--- src/rtl/rdr_irq_pkg.sv ---
package rdr_irq_pkg;
    localparam int NSRC = 7;

    typedef enum logic [2:0] {
        SRC_TX     = 3'd0,
        SRC_RXSOF  = 3'd1,
        SRC_FIFO   = 3'd2,
        SRC_CRC    = 3'd3,
        SRC_PAR    = 3'd4,
        SRC_FRM    = 3'd5,
        SRC_NORESP = 3'd6
    } src_e;

    typedef logic [NSRC-1:0] src_vec_t;

    typedef struct packed {
        logic tx_start;
        logic tx_end;
        logic rx_sof;
        logic fifo;
        logic crc;
        logic par;
        logic frm;
    } core_ev_t;

    function automatic src_vec_t src_bit(input src_e s);
        src_vec_t v;
        v = '0;
        v[s] = 1'b1;
        return v;
    endfunction

    function automatic src_vec_t pack_events(input core_ev_t e, input logic tmo);
        src_vec_t v;
        v = '0;
        v[SRC_TX]     = e.tx_start;
        v[SRC_RXSOF]  = e.rx_sof;
        v[SRC_FIFO]   = e.fifo;
        v[SRC_CRC]    = e.crc;
        v[SRC_PAR]    = e.par;
        v[SRC_FRM]    = e.frm;
        v[SRC_NORESP] = tmo;
        return v;
    endfunction
endpackage

--- src/rtl/rdr_irq_timer.sv ---
module rdr_irq_timer #(
    parameter int TW = 16
) (
    input  logic          clk,
    input  logic          rst,
    input  logic          tx_end,
    input  logic          rx_sof,
    input  logic [TW-1:0] wait_cycles,
    output logic          expire
);
    localparam logic [TW-1:0] ONE = TW'(1);

    logic          active;
    logic [TW-1:0] cnt;

    always_ff @(posedge clk) begin
        if (rst) begin
            active <= 1'b0;
            cnt    <= '0;
        end else if (tx_end) begin
            active <= (wait_cycles != '0);
            cnt    <= wait_cycles;
        end else if (rx_sof) begin
            active <= 1'b0;
        end else if (active) begin
            if (cnt == ONE) active <= 1'b0;
            else            cnt    <= cnt - ONE;
        end
    end

    assign expire = active && (cnt == ONE) && !rx_sof && !tx_end;

    p_load_r6: assert property (@(posedge clk) disable iff (rst)
        (tx_end && wait_cycles != '0) |=> (active && cnt == $past(wait_cycles)));
    p_cancel_r7: assert property (@(posedge clk) disable iff (rst)
        (rx_sof && !tx_end) |=> !active);
    p_zero_r8: assert property (@(posedge clk) disable iff (rst)
        (tx_end && wait_cycles == '0) |=> !active);
    p_restart_r10: assert property (@(posedge clk) disable iff (rst)
        (tx_end && active && wait_cycles != '0) |=> (cnt == $past(wait_cycles)));
endmodule

--- src/rtl/rdr_irq_flags.sv ---
module rdr_irq_flags
    import rdr_irq_pkg::*;
(
    input  logic     clk,
    input  logic     rst,
    input  src_vec_t set_vec,
    input  logic     tx_start,
    input  logic     tx_end,
    input  logic     clr,
    input  logic     en_we,
    input  src_vec_t en_wdata,
    output src_vec_t flags,
    output src_vec_t enables,
    output logic     tx_busy
);
    always_ff @(posedge clk) begin
        if (rst) begin
            flags   <= '0;
            enables <= '1;
            tx_busy <= 1'b0;
        end else begin
            flags <= (clr ? '0 : flags) | set_vec;
            if (en_we) enables <= en_wdata;
            if (tx_start)    tx_busy <= 1'b1;
            else if (tx_end) tx_busy <= 1'b0;
        end
    end

    p_rst_r1: assert property (@(posedge clk)
        rst |=> (flags == '0 && enables == '1 && !tx_busy));
    p_set_r2: assert property (@(posedge clk) disable iff (rst)
        (set_vec != '0) |=> ((flags & $past(set_vec)) == $past(set_vec)));
    p_clear_r5: assert property (@(posedge clk) disable iff (rst)
        (clr && set_vec == '0) |=> (flags == '0));
    p_hold_r2: assert property (@(posedge clk) disable iff (rst)
        (!clr) |=> ((flags & $past(flags)) == $past(flags)));
    p_enwr_r9: assert property (@(posedge clk) disable iff (rst)
        en_we |=> (enables == $past(en_wdata)));
endmodule

--- src/rtl/rdr_irq_ctrl.sv ---
module rdr_irq_ctrl
    import rdr_irq_pkg::*;
#(
    parameter int TW = 16
) (
    input  logic            clk,
    input  logic            rst,
    input  logic            tx_start,
    input  logic            tx_end,
    input  logic            rx_sof,
    input  logic            fifo_ev,
    input  logic            crc_err,
    input  logic            par_err,
    input  logic            frm_err,
    input  logic            en_we,
    input  logic [NSRC-1:0] en_wdata,
    input  logic [TW-1:0]   wait_cycles,
    input  logic            stat_rd,
    output logic [NSRC-1:0] stat_q,
    output logic            irq
);
    core_ev_t ev;
    logic     tmo;
    src_vec_t set_vec, flags, enables, gate, live;
    logic     tx_busy;

    assign ev = '{tx_start: tx_start, tx_end: tx_end, rx_sof: rx_sof,
                  fifo: fifo_ev, crc: crc_err, par: par_err, frm: frm_err};

    rdr_irq_timer #(.TW(TW)) u_timer (
        .clk(clk), .rst(rst), .tx_end(tx_end), .rx_sof(rx_sof),
        .wait_cycles(wait_cycles), .expire(tmo)
    );

    assign set_vec = pack_events(ev, tmo);

    rdr_irq_flags u_flags (
        .clk(clk), .rst(rst), .set_vec(set_vec), .tx_start(tx_start),
        .tx_end(tx_end), .clr(stat_rd), .en_we(en_we), .en_wdata(en_wdata),
        .flags(flags), .enables(enables), .tx_busy(tx_busy)
    );

    for (genvar i = 0; i < NSRC; i++) begin : g_gate
        if (i == int'(SRC_TX)) begin : g_tx
            assign gate[i] = !tx_busy;
        end else begin : g_other
            assign gate[i] = 1'b1;
        end
    end

    assign live   = flags & enables & gate;
    assign irq    = |live;
    assign stat_q = flags;

    p_irq_r4: assert property (@(posedge clk) disable iff (rst)
        irq |-> ((flags & enables) != '0));
    p_txhold_r3: assert property (@(posedge clk) disable iff (rst)
        (tx_start && !tx_end) |=> !(live[SRC_TX]));
    p_rstirq_r1: assert property (@(posedge clk) rst |=> !irq);
    p_tmo_r6: assert property (@(posedge clk) disable iff (rst)
        tmo |=> stat_q[SRC_NORESP]);
endmodule

--- config.mk ---
export PLATFORM = sky130hd
export DESIGN_NAME = rdr_irq_ctrl
export DESIGN_NICKNAME = d
export VERILOG_FILES = /design/src/rtl/rdr_irq_pkg.sv /design/src/rtl/rdr_irq_timer.sv /design/src/rtl/rdr_irq_flags.sv /design/src/rtl/rdr_irq_ctrl.sv
export SDC_FILE = /design/constraint.sdc
export NUM_CORES = 1
export LEC_CHECK = 0
export BUFFER_PORTS_ARGS = -buffer_cell sky130_fd_sc_hd__buf_2
export CORE_ASPECT_RATIO = 1.75
export CORE_MARGIN = 2
export CORE_UTILIZATION = 47
export CTS_CLUSTER_DIAMETER = 100
export CTS_CLUSTER_SIZE = 30
export DETAILED_ROUTE_END_ITERATION = 7
export PLACE_DENSITY = 0.8
export SLEW_MARGIN = 25
export SYNTH_ARGS = -nofsm -noshare
export SYNTH_HDL_FRONTEND = slang
export SYNTH_SLANG_ARGS = --single-unit
--- constraint.sdc ---
create_clock -name clk -period 2 [get_ports clk]
set_input_delay 0.1 -clock clk [delete_from_list [all_inputs] [get_ports clk]]
set_output_delay 0.1 -clock clk [all_outputs]
set_load 0.02 [all_outputs]
==> results of run 1 <==
[final cells by class]
cell class | count | share of cell area [%]
Clock buffer | 8 | 4.174
Inverter | 8 | 1.391
Multi-Input combinational cell | 135 | 44.35
Sequential cell | 32 | 29.80
Tap cell | 45 | 2.609
Timing Repair Buffer | 64 | 17.68
[where the power goes]
group,switching (mW),internal (mW)
clock network,0.243,0.280
registers,0.0358,0.683
logic,0.162,0.153
[flip-flops by register name (all words and copies together), names as in the netlist]
register and flops:
u_flags.enables 7, u_flags.flags 7, u_flags.tx_busy 1, u_timer.active 1, u_timer.cnt 16
[cell usage after synthesis (all sizes together)]
| cell type | instances | area share [%] |
|---|---|---|
| clkbuf | 9 | 2.1 |
| o21ai | 6 | 1.9 |
| or4b | 1 | 0.63 |
| nand2b | 2 | 0.79 |
| a22oi | 2 | 0.94 |
| a211oi | 1 | 0.47 |
| a211o | 7 | 3.9 |
| o31ai | 5 | 2.4 |
| dfxtp | 32 | 40 |
| nor4 | 5 | 2.0 |
| nor3 | 6 | 1.9 |
| nor4bb | 1 | 0.63 |
| o211ai | 2 | 0.94 |
| nand4 | 2 | 0.79 |
| inv | 8 | 1.9 |
| nor2b | 9 | 3.5 |
| ha | 2 | 1.6 |
| a21oi | 12 | 3.8 |
| nand3 | 4 | 1.3 |
| or4 | 9 | 4.3 |
| a221oi | 3 | 1.7 |
| nand3b | 1 | 0.47 |
| o41ai | 1 | 0.55 |
| or3 | 8 | 3.4 |
| nand2 | 3 | 0.71 |
| or2 | 2 | 0.79 |
| nor4b | 1 | 0.55 |
| o31a | 2 | 1.2 |
| buf | 1 | 0.71 |
| and4 | 1 | 0.55 |
| a311oi | 9 | 5.0 |
| a31oi | 1 | 0.39 |
| o21a | 1 | 0.47 |
| mux2i | 1 | 0.63 |
| nor2 | 20 | 4.7 |
| a2111o | 1 | 0.71 |
| a21o | 1 | 0.47 |
| a32oi | 1 | 0.55 |
| or3b | 1 | 0.55 |
[critical path, stage by stage (launching register included)]
cell and delay, ns:
dfxtp_1 0.31, or4_4 0.56, or3_4 0.43, or4_4 0.43, a311oi_2 0.26
[stage by stage]
step	hold WS, ns	worst slack, ns	power [mW]
2_1_floorplan	0.2174	-0.03029	0.8813
3_3_place_gp	0.3002	-0.02582	1.002
3_5_place_dp	0.3111	-0.06482	1.011
4_1_cts	0.01636	-0.006410	1.527
5_1_grt	0.01910	-0.1174	1.623
6_report	0.01350	-0.07508	1.557
[worst min-delay path by stage]
stage	from	endpoint	slack, ns
floorplan	tx_start	u_flags.flags[0]$_SDFF_PP0_	0.22
detailed placement	en_wdata[1]	u_flags.enables[1]$_SDFFE_PP1P_	0.31
global route	en_wdata[6]	u_flags.enables[6]$_SDFFE_PP1P_	0.02
CTS	en_wdata[1]	u_flags.enables[1]$_SDFFE_PP1P_	0.02
global placement	frm_err	u_flags.flags[5]$_SDFF_PP0_	0.30
finish	en_wdata[1]	u_flags.enables[1]$_SDFFE_PP1P_	0.01
[timing repair]
item,4_1_cts,5_1_grt
pin swaps,0,7
cloned,0,1
setup buffers,0,1
hold endpoints to repair,0,0
setup endpoints to repair,5,12
gates resized for setup,3,15
hold buffers,0,0
[cell families (layout without fill, tap and decap cells)]
kind of cell,Yosys count,in the layout
buf+inv,18,80
simple gates,76,77
mux,1,1
flops,32,32
fa+ha+maj,2,2
compound gates,55,55
[layer usage]
layer	vias to the layer above	track usage, %	share of wire [%]
met5	-	0	0
met4	0	18.92	4.3
met3	19	5.556	4.1
met2	53	44.00	56
met1	824	27.49	36
li1	840	-	-
==> results.py, run 1 <==
metrics = {
    "global_route": {
        "grt_use_total_pct": 26.51,
        "gr-total-overflow": 0,
        "grt_pass1_vias": 1678,
        "grt_max_degree": 35,
        "grt_pass1_wl_mm": 7.389,
        "antenna_found_initial": 0,
    },
    "synthesis": {
        "syn_nets": 220,
        "synthAdderAreaFrac_pct": 1.575,
        "synth.area.mux_share_pct": 0.6299,
        "ys_ff_latch": 32,
        "synth_cells": 184,
        "avgSynthCellArea_um2": 8.636,
        "synth_compound_area_share_pct": 25.20,
        "yosysWarnings": 0,
        "yosysSeqAreaShare_pct": 40.31,
        "yosys.area_share.simple_pct": 27.56,
        "synth_xor_area_share_pct": 0,
        "synthDistinctLibCells": 42,
        "synth_area_um2": 1589,
        "synth_top_family_by_area": "simple AND/OR/NAND/NOR gates",
    },
    "worst_hold_path": {
        "holdCritPathClass": "input port to register",
        "min_path_cells": 2,
    },
    "die": {
        "die_x_um": 47.96,
        "row_count": 28,
        "dieArea_um2": 3881,
        "die_y_um": 80.92,
        "start_util_pct": 48.25,
        "core_area_um2": 3293,
        "ios": 42,
    },
    "drt": {
        "viasPerCell": 5.945,
        "wire_per_inst_um": 16.23,
        "via_count": 1736,
        "routed_wl_mm": 4.740,
        "drc_errors": 0,
        "drtIter0Drc": 40,
        "drt_pass1_iterations": 4,
        "drtAntennaViolNets": 0,
    },
    "placement": {
        "dpl-instance-area_um2": 1984,
        "hpwl_mm": 3.262,
        "dp_cells": 282,
        "port-buffer-count": 41,
        "place_congestion": 0.8346,
    },
    "final_layout": {
        "design_area_um2": 2158,
        "mostFrequentLayoutCells": "buf_2 (41), dfxtp_1 (30), buf_4 (22)",
        "final_util_pct": 65.54,
        "fillers": 299,
        "layout_commonest_cell": "buf_2",
        "instances_no_fill": 292,
        "synthToLayoutAreaGrowth_pct": 35.83,
        "seq_area_um2": 643.1,
        "antenna_cells": 0,
        "multi_input_area_um2": 957.2,
        "fin_nets": 282,
        "drive_gt1_share_pct": 37.65,
    },
    "clocking": {
        "clkTransAtPathRegs_ns": 0.07,
        "cts_buffers": 5,
        "clk_root_buffer_cell": "clkbuf_8",
        "cts_tree": "yes",
        "clock_latency_ns": 0.30,
        "h-tree-depth": 2,
        "clkSinkCount": 32,
        "ctsLongestPathBuffers": 2,
    },
    "timing": {
        "slew_viol_final": 0,
        "finalSetupTns_ns": -0.07852,
        "finalCritPeriodShare_pct": 103.8,
        "slew_headroom_pct": 50.04,
        "clock_skew_ns": 0.009363,
        "max_freq_mhz": 481.9,
        "worst_slack_ns": -0.07508,
        "setup_violations": 2,
        "grt_setup_unrepaired": "yes",
        "hold_viol": 0,
        "worstMarginPinSlew_ns": 0.7485,
        "period_needed_ns": 2.075,
    },
    "run": {
        "drv_cap": 0,
    },
    "status": {
        "violations": "setup timing",
        "status": "complete, but fails checks",
    },
    "setup_path": {
        "r2r_cells": 4,
        "arrival_ns": 2.29,
        "crit_path_end": "u_timer.cnt[15]$_SDFFE_PP0P_",
        "r2r_slack_ns": -0.08,
        "cp-start-kind": "register",
        "critPathLaunch": "u_timer.cnt[2]$_SDFFE_PP0P_",
        "r2r-end": "u_timer.cnt[15]$_SDFFE_PP0P_",
        "worstSetupPathType": "register to register",
        "path_max_fanout": 5,
        "r2r-start": "u_timer.cnt[2]$_SDFFE_PP0P_",
        "end_kind": "register",
        "required_ns": 2.21,
    },
    "pwr": {
        "power_density_nw_per_um2": 721.3,
        "vdd_drop_max_v": 0.0005796,
        "p_leak_nw": 0.8965,
    },
}
(Power assumes the default switching activity.)
==> run 2, diff against run 1 <==
--- a/config.mk
+++ b/config.mk
@@ -5,7 +5,7 @@
 export SDC_FILE = /design/constraint.sdc
 export NUM_CORES = 1
 export LEC_CHECK = 0
-export BUFFER_PORTS_ARGS = -buffer_cell sky130_fd_sc_hd__buf_2
+export BUFFER_PORTS_ARGS = -buffer_cell sky130_fd_sc_hd__buf_4
 export CORE_ASPECT_RATIO = 1.75
 export CORE_MARGIN = 2
 export CORE_UTILIZATION = 47
==> results.py, run 2 (synthesis gave the netlist of run 1 again) <==
metrics = {
    "status": {
        "status": "complete, but fails checks",
        "violations": "setup timing",
    },
    "clocking": {
        "clk_root_buffer_cell": "clkbuf_8",
        "hold_buffers": 0,
        "cts_buffers": 5,
        "ctsLongestPathBuffers": 2,
        "h-tree-depth": 2,
        "clkSinkCount": 32,
        "cts_tree": "yes",
        "clock_latency_ns": 0.29,
        "clkTransAtPathRegs_ns": 0.07,
    },
    "timing": {
        "hold_slack_ns": 0.01090,
        "finalCritPeriodShare_pct": 100.2,
        "period_needed_ns": 2.004,
        "worstMarginPinSlew_ns": 0.6201,
        "setup_violations": 2,
        "slew_viol_final": 0,
        "hold_viol": 0,
        "slew_headroom_pct": 58.62,
        "finalSetupTns_ns": -0.004959,
        "grt_setup_unrepaired": "yes",
        "worst_slack_ns": -0.004084,
        "max_freq_mhz": 499.0,
        "clock_skew_ns": 0.007169,
    },
    "drt": {
        "drt_pass1_iterations": 4,
        "drtAntennaViolNets": 0,
        "wire_per_inst_um": 14.92,
        "via_count": 1657,
        "viasPerCell": 5.714,
        "routed_wl_mm": 4.327,
        "drc_errors": 0,
        "drtIter0Drc": 36,
    },
    "setup_path": {
        "arrival_ns": 2.20,
        "cp-start-kind": "register",
        "required_ns": 2.20,
        "end_kind": "register",
        "path_delay_family": "simple AND/OR/NAND/NOR gates",
        "critPathMaxStageDelay_ns": 0.51,
        "worstSetupPathType": "register to register",
        "worst-path-buf-inv": 0,
        "path_max_fanout": 6,
        "path_cells": "or4b_4, or3_4, or4_1, a311oi_1",
        "slowest_stage": "or4b_4",
    },
    "placement": {
        "port-buffer-count": 41,
        "dp_slack_ns": -0.08317,
        "dpl-instance-area_um2": 2072,
        "dp_cells": 280,
        "place_congestion": 0.8373,
        "hpwl_mm": 3.131,
    },
    "final_layout": {
        "antenna_cells": 0,
        "final_util_pct": 68.69,
        "instances_no_fill": 290,
        "fillers": 298,
        "regMostFlops": "u_timer.cnt",
        "design_area_um2": 2262,
        "synthToLayoutAreaGrowth_pct": 42.36,
        "fin_nets": 280,
        "largest_register_ffs": 16,
        "layout_commonest_cell": "buf_4",
        "drive_gt1_share_pct": 39.18,
        "mostFrequentLayoutCells": "buf_4 (63), dfxtp_1 (29), nor2_1 (20)",
        "reg_top3": "u_timer.cnt (16), u_flags.enables (7), u_flags.flags (7)",
    },
    "pwr": {
        "finalPower_mw": 1.669,
        "swShare_pct": 26.71,
        "seqPwrFrac_pct": 42.9,
        "vdd_drop_max_v": 0.0005705,
        "p_sw_mw": 0.4457,
        "intPower_mw": 1.223,
        "clockPowerShare_pct": 37.5,
        "power_density_nw_per_um2": 737.7,
        "p_leak_nw": 0.9238,
        "combinationalPowerShare_pct": 19.6,
    },
    "global_route": {
        "grt_pass1_vias": 1572,
        "gr-total-overflow": 0,
        "antenna_found_initial": 0,
        "grt_pass1_wl_mm": 6.686,
        "grt_max_degree": 35,
        "grt_use_total_pct": 24.34,
    },
    "die": {
        "core_area_um2": 3293,
        "die_y_um": 80.92,
        "start_util_pct": 48.25,
        "die_x_um": 47.96,
        "ios": 42,
        "dieArea_um2": 3881,
        "row_count": 28,
    },
    "run": {
        "drv_cap": 0,
    },
    "worst_hold_path": {
        "holdCritPathClass": "input port to register",
    },
}
run 2: changes by cell type in the layout (fill, tap and decap cells not counted), sizes merged:
| cell | change |
|---|---|
| buf | -1 |
| bufinv | +1 |
| clkbuf | -3 |
| clkinv | +1 |
| clkinvlp | +1 |
| or3 | -1 |
run 2: cell type report:
| cell class | instances | area (um2) | share of cell area [%] |
|---|---|---|---|
| inverter | 8 | 30.03 | 1.327 |
| multi-input combinational | 134 | 947.2 | 41.87 |
| timing repair buffer | 63 | 473.0 | 20.91 |
| clock inverter | 3 | 42.54 | 1.881 |
| tap | 45 | 56.30 | 2.489 |
| clock buffer | 5 | 68.82 | 3.042 |
| sequential | 32 | 644.4 | 28.48 |
run 2: routing by layer:
layer / wire, um / GRT usage, % / vias up
met2: 2389 / 43.07 / 53
met4: 160 / 12.70 / 0
li1: - / - / 824
met3: 209 / 6.444 / 16
met1: 1568 / 24.03 / 764
met5: 0 / 0 / -
run 2: worst reg2reg max path, delay by kind of cell (launching register included):
kind	cells	cell delay, ns
flip-flops	1	0.33
AND/OR/NAND/NOR	3	1.34
AO/OA/AOI/OAI	1	0.25
run 2: repair_timing:
action / in CTS / in global routing
endpoints found under the setup margin: 4 / 10
pin swaps: 3 / 9
setup buffers: 2 / 0
endpoints found under the hold margin: 0 / 0
resized for setup: 5 / 14
run 2: final timing paths:
kind / startpoint / endpoint / slack, ns / cells after the start
worst max-delay path: u_timer.cnt[1]$_SDFFE_PP0P_ / u_timer.cnt[15]$_SDFFE_PP0P_ / -0.004 / 4
worst min-delay path: frm_err / u_flags.flags[5]$_SDFF_PP0_ / 0.01 / 3
worst max register to register: u_timer.cnt[1]$_SDFFE_PP0P_ / u_timer.cnt[15]$_SDFFE_PP0P_ / -0.004 / 4
worst min register to register: u_flags.tx_busy$_SDFFE_PP0P_ / u_flags.tx_busy$_SDFFE_PP0P_ / 0.50 / 2
run 2: power by group through the flow:
stage | Sequential (mW) | Combinational, mW | Clock, mW
finish | 0.716 | 0.327 | 0.626
global route | 0.720 | 0.358 | 0.655
CTS | 0.713 | 0.315 | 0.635
detailed placement | 0.724 | 0.306 | 0
global placement | 0.724 | 0.300 | 0
floorplan | 0.734 | 0.148 | 0
